<file path="src/rtl/presc_pkg.sv">
package presc_pkg;
    localparam int NUM_TAPS = 5;

    // Stage moduli: halving stage, fast pair, slow pair
    localparam int HALF_MOD   = 2;
    localparam int FAST_LO_MOD = 2;
    localparam int FAST_HI_MOD = 5;
    localparam int SLOW_LO_MOD = 2;
    localparam int SLOW_HI_MOD = 4;

    typedef struct packed {
        logic tick;
        logic wave;
    } tap_t;

    function automatic int cnt_width(input int m);
        return (m <= 2) ? 1 : $clog2(m);
    endfunction
endpackage

</file>
<file path="src/rtl/presc_modn.sv">
module presc_modn
    import presc_pkg::*;
#(
    parameter int MOD = 2
) (
    input  logic clk,
    input  logic rst,
    input  logic adv,
    output tap_t tap
);
    localparam int W = cnt_width(MOD);
    localparam logic [W-1:0] LAST = W'(MOD - 1);
    localparam logic [W-1:0] HALF = W'(MOD / 2);

    logic [W-1:0] cnt;
    logic         at_last;

    assign at_last = (cnt == LAST);

    always_ff @(posedge clk) begin
        if (rst)
            cnt <= '0;
        else if (adv)
            cnt <= at_last ? '0 : cnt + 1'b1;
    end

    assign tap.tick = adv & at_last;
    assign tap.wave = (cnt < HALF);


    cnt_range_chk: assert property (@(posedge clk) disable iff (rst)
        cnt <= LAST);

    cnt_hold_chk: assert property (@(posedge clk) disable iff (rst)
        !adv |=> $stable(cnt));

    cnt_wrap_chk: assert property (@(posedge clk) disable iff (rst)
        tap.tick |=> (cnt == '0));

    cnt_reset_chk: assert property (@(posedge clk) disable iff (rst)
        $past(rst) |-> (cnt == '0));
endmodule

</file>
<file path="src/rtl/presc_pair.sv">
module presc_pair
    import presc_pkg::*;
#(
    parameter int MOD_LO = 2,
    parameter int MOD_HI = 5
) (
    input  logic     clk,
    input  logic     rst,
    input  logic     adv,
    output tap_t [1:0] taps
);
    for (genvar g = 0; g < 2; g++) begin : g_sec
        localparam int M = (g == 0) ? MOD_LO : MOD_HI;
        presc_modn #(.MOD(M)) u_cnt (
            .clk (clk),
            .rst (rst),
            .adv (adv),
            .tap (taps[g])
        );
    end


    pair_nest_chk: assert property (@(posedge clk) disable iff (rst)
        (taps[0].tick | taps[1].tick) |-> adv);
endmodule

</file>
<file path="src/rtl/presc_chain.sv">
module presc_chain
    import presc_pkg::*;
(
    input  logic                clk,
    input  logic                rst,
    input  logic                run_en,
    output logic [NUM_TAPS-1:0] tick_o,
    output logic [NUM_TAPS-1:0] wave_o
);
    tap_t       half_tap;
    tap_t [1:0] fast_taps;
    tap_t [1:0] slow_taps;
    tap_t [NUM_TAPS-1:0] all_taps;

    presc_modn #(.MOD(HALF_MOD)) u_half (
        .clk (clk),
        .rst (rst),
        .adv (run_en),
        .tap (half_tap)
    );

    presc_pair #(.MOD_LO(FAST_LO_MOD), .MOD_HI(FAST_HI_MOD)) u_fast (
        .clk  (clk),
        .rst  (rst),
        .adv  (half_tap.tick),
        .taps (fast_taps)
    );

    // slow pair is advanced by the modulo-5 rollover
    presc_pair #(.MOD_LO(SLOW_LO_MOD), .MOD_HI(SLOW_HI_MOD)) u_slow (
        .clk  (clk),
        .rst  (rst),
        .adv  (fast_taps[1].tick),
        .taps (slow_taps)
    );

    assign all_taps = {slow_taps[1], slow_taps[0], fast_taps[1], fast_taps[0], half_tap};

    for (genvar i = 0; i < NUM_TAPS; i++) begin : g_out
        assign tick_o[i] = all_taps[i].tick;
        assign wave_o[i] = all_taps[i].wave;
    end


    idle_quiet_chk: assert property (@(posedge clk) disable iff (rst)
        !run_en |-> (tick_o == '0));

    idle_wave_chk: assert property (@(posedge clk) disable iff (rst)
        !run_en |=> $stable(wave_o));

    slow_nest_chk: assert property (@(posedge clk) disable iff (rst)
        (tick_o[3] | tick_o[4]) |-> tick_o[2]);

    half_alt_chk: assert property (@(posedge clk) disable iff (rst)
        tick_o[0] |=> !tick_o[0]);
endmodule

</file>
<file path="config.mk">
export PLATFORM = sky130hd
export DESIGN_NAME = presc_chain
export DESIGN_NICKNAME = d
export VERILOG_FILES = /design/src/rtl/presc_pkg.sv /design/src/rtl/presc_modn.sv /design/src/rtl/presc_pair.sv /design/src/rtl/presc_chain.sv
export SDC_FILE = /design/constraint.sdc
export NUM_CORES = 1
export LEC_CHECK = 0
export ABC_AREA = 1
export BUFFER_PORTS_ARGS = -buffer_cell sky130_fd_sc_hd__buf_2
export CAP_MARGIN = 20
export CORE_AREA = 2 2 39 41
export CTS_BUF_LIST = sky130_fd_sc_hd__clkbuf_8
export CTS_CLUSTER_DIAMETER = 100
export DETAILED_ROUTE_END_ITERATION = 10
export DIE_AREA = 0 0 41 43
export SLEW_MARGIN = 5
export SYNTH_ARGS = -nofsm -noshare
export SYNTH_HDL_FRONTEND = slang
export SYNTH_HIERARCHICAL = 1
export SYNTH_SLANG_ARGS = --single-unit
</file>
<file path="constraint.sdc">
create_clock -name clk -period 2.14 [get_ports clk]
set_input_delay 0.321 -clock clk [delete_from_list [all_inputs] [get_ports clk]]
set_output_delay 0.321 -clock clk [all_outputs]
set_load 0.01 [all_outputs]
</file>
==> results.md <==
- Crit-path max cell delay: 0.34 ns
- TritonCTS clock tree: built
- Number of max-cap violations: 0
- Critical Path End Type: primary output
- Vias in the first global route: 309
- Area of the die: 1760 um^2
- Fill cell count: 154
- Tot GR Track Use: 0.0977
- CP Launch Type: register
- Endpoints failing hold: 0
- Initial Utilization: 0.306
- Status: finished, final reports clean
- Final setup viols: 0
- # hold bufs at CTS: 0
- # rows: 14
- Initial DRC count: 7
- Multi-input logic area: 184 um^2
- Hold Crit Class: in2reg
- Top post-synthesis cells by area: dfxtp_1 (38%), inv_1 (18%), nand2_1 (14%), nor2_1 (11%), ha_1 (8.9%)
- FF+latch count, synth: 8
- Die extent in x: 41 um
- Slowest cell on crit path: dfxtp_1
- Final min period: 1.78 ns
- Synthesis-to-finish area growth: 28.7%
- Synth Instances: 67
- Crit path max fanout: 9
- Die height: 43 um
- Setup TNS: 0 ns
- Diode count: 0
- Syn Nets: 73
- Antenna violations before repair: 0
- Clock tree buffer depth: 2
- HPWL Detailed: 569 um
- Sw frac: 0.212
- Routed via count: 389
- Gpl congestion: 0.665
- Initial DRT Pass Iterations: 4
- Worst-Skew Late Latency: 0.22 ns
- Leakage: 0.321 nW
- Syn. warnings: 6
- I/O pins: 13
- Via-per-instance ratio: 3.97
- Clock slew at reported path FFs: 0.04 ns
- Unrepaired setup endpoints after global routing: false
- Detail-routed net length per standard cell: 7.44 um
- Family with the most delay on the worst path: buffers and inverters
- Crit path top cell by count: inv_1
- Critical-path cell list: nand2_1, inv_1, nand3_1, inv_1, nand2_1, inv_1, buf_2
- Register area share after synthesis: 0.379
- Sequential Area: 160 um^2
- Final worst path period share: 0.833
- Clock power share: 0.480
- Slew headroom: 0.831
- Worst IR drop on VDD: 0.000322 V
- Worst Skew: 0.00494 ns
- Data arrival time of the worst path: 1.46 ns
- Crit path required time: 1.82 ns
- First-pass GRT wire length: 1.14 mm
- Worst Tran Pin Value: 0.253 ns
- Synth area leader: dfxtp_1
- Setup Crit Path Kind: reg2out
- Core area: 1380 um^2
- # H-tree levels: 1
- Power Internal: 289 uW
- Post-Synthesis Cell Area: 423 um^2
- Worst path bufs/invs: 4
- Fmax: 0.561 GHz
- Cts repair resizes: 0
- Share of layout cells above drive strength 1: 0.232
- Grt total ovfl: 0
- Post-CTS Setup Inserts: 0
- Residual DRC: 0
- Comb pwr share: 0.087
- Sw power: 77.9 uW
- Cell variety after synth: 11
- Max Slew Vio Count: 0
- Area share of the largest cell type after synthesis: 0.379
- Syn Area/Cell: 6.31 um^2
- Power Dens Cells: 675 nW/um^2
- Post-Route WL: 729 um
- Seq pwr share: 0.433
- Hold WS: 0.330 ns
- Largest net degree at the start of global routing: 10
- Port bufs: 12
- CTS root buf: clkbuf_8
- Clk sinks: 8
- Routed Antenna Nets: 0
- NumNets Final: 90
- Cts bufs inserted: 3
metal layers:
metal	GRT usage	up-vias	share of wire
met5	0	-	0
li1	-	220	-
met2	0.134	12	0.46
met4	0.0800	0	0
met3	0.0314	0	0.055
met1	0.117	157	0.48
Yosys cell counts:
library cell	number
inv_2	1
o21ai_0	2
dfxtp_1	8
ha_1	3
nor2_2	1
nand2_1	16
nand3_1	2
inv_1	20
nor2_1	12
a21oi_2	1
nand2_2	1
stage by stage:
step | instances | power, mW | worst slack (ns) | util | cell area, um^2
after CTS | 98 | 0.377 | 0.345 | 0.393 | 544
after global routing | 98 | 0.388 | 0.250 | 0.393 | 544
after detailed placement | 95 | 0.194 | 0.527 | 0.363 | 503
final | 98 | 0.367 | 0.357 | 0.393 | 544
after global placement | 95 | 0.194 | 0.578 | 0.363 | 503
after floorplan | 67 | 0.183 | 0.681 | - | 423
power groups by stage:
stage	logic, mW	clock network (mW)	registers (mW)
final	0.0319	0.176	0.159
after global placement	0.0321	0	0.162
after global routing	0.0375	0.191	0.160
after CTS	0.0325	0.185	0.159
after floorplan	0.0218	0	0.161
after detailed placement	0.0323	0	0.162
placed cells by master (no fill, tap or decap), drive strengths merged:
| cell type | synthesis | routed |
|---|---|---|
| clkbuf | 0 | 3 |
| dfxtp | 8 | 8 |
| a21oi | 1 | 1 |
| o21ai | 2 | 2 |
| nand2 | 17 | 17 |
| ha | 3 | 3 |
| inv | 21 | 21 |
| nor2 | 13 | 13 |
| nand3 | 2 | 2 |
| buf | 0 | 12 |
logic make-up (layout without fill, tap and decap cells):
group | after synthesis | after routing | synth area share
simple gates | 32 | 32 | 0.302
buf+inv | 21 | 36 | 0.186
flops | 8 | 8 | 0.379
fa+ha+maj | 3 | 3 | 0.0888
compound gates | 3 | 3 | 0.0444
flip-flops by register name, indices dropped and copies added (netlist names):
name                        cells
u_slow/g_sec.u_cnt/at_last      1
u_half/at_last                  1
u_slow/g_sec.u_cnt/cnt          2
u_fast/g_sec.u_cnt/at_last      1
u_fast/g_sec.u_cnt/cnt          3
tightest hold or removal path, stage by stage:
cell and delay (ns):
buf_2 0.09, nor2_1 0.03, nor2_1 0.08
final timing paths:
kind | startpoint | end | slack [ns] | cells after the start
hold reg to reg | u_slow/g_sec[1].u_cnt/cnt[0] | u_slow/g_sec[1].u_cnt/cnt[0] | 0.47 | 2
hold / removal | run_en | u_half/at_last | 0.33 | 3
setup / recovery | u_half/at_last | tick_o[3] | 0.36 | 7
setup reg to reg | u_half/at_last | u_slow/g_sec[1].u_cnt/cnt[1] | 0.87 | 7
cell type report:
| class | count | area share |
|---|---|---|
| flip-flops and latches | 8 | 0.294 |
| multi-input cells | 38 | 0.338 |
| clock buffers | 3 | 0.0759 |
| well taps | 16 | 0.0368 |
| repair buffers | 12 | 0.110 |
| inverters | 21 | 0.145 |
(Power assumes the default switching activity.)
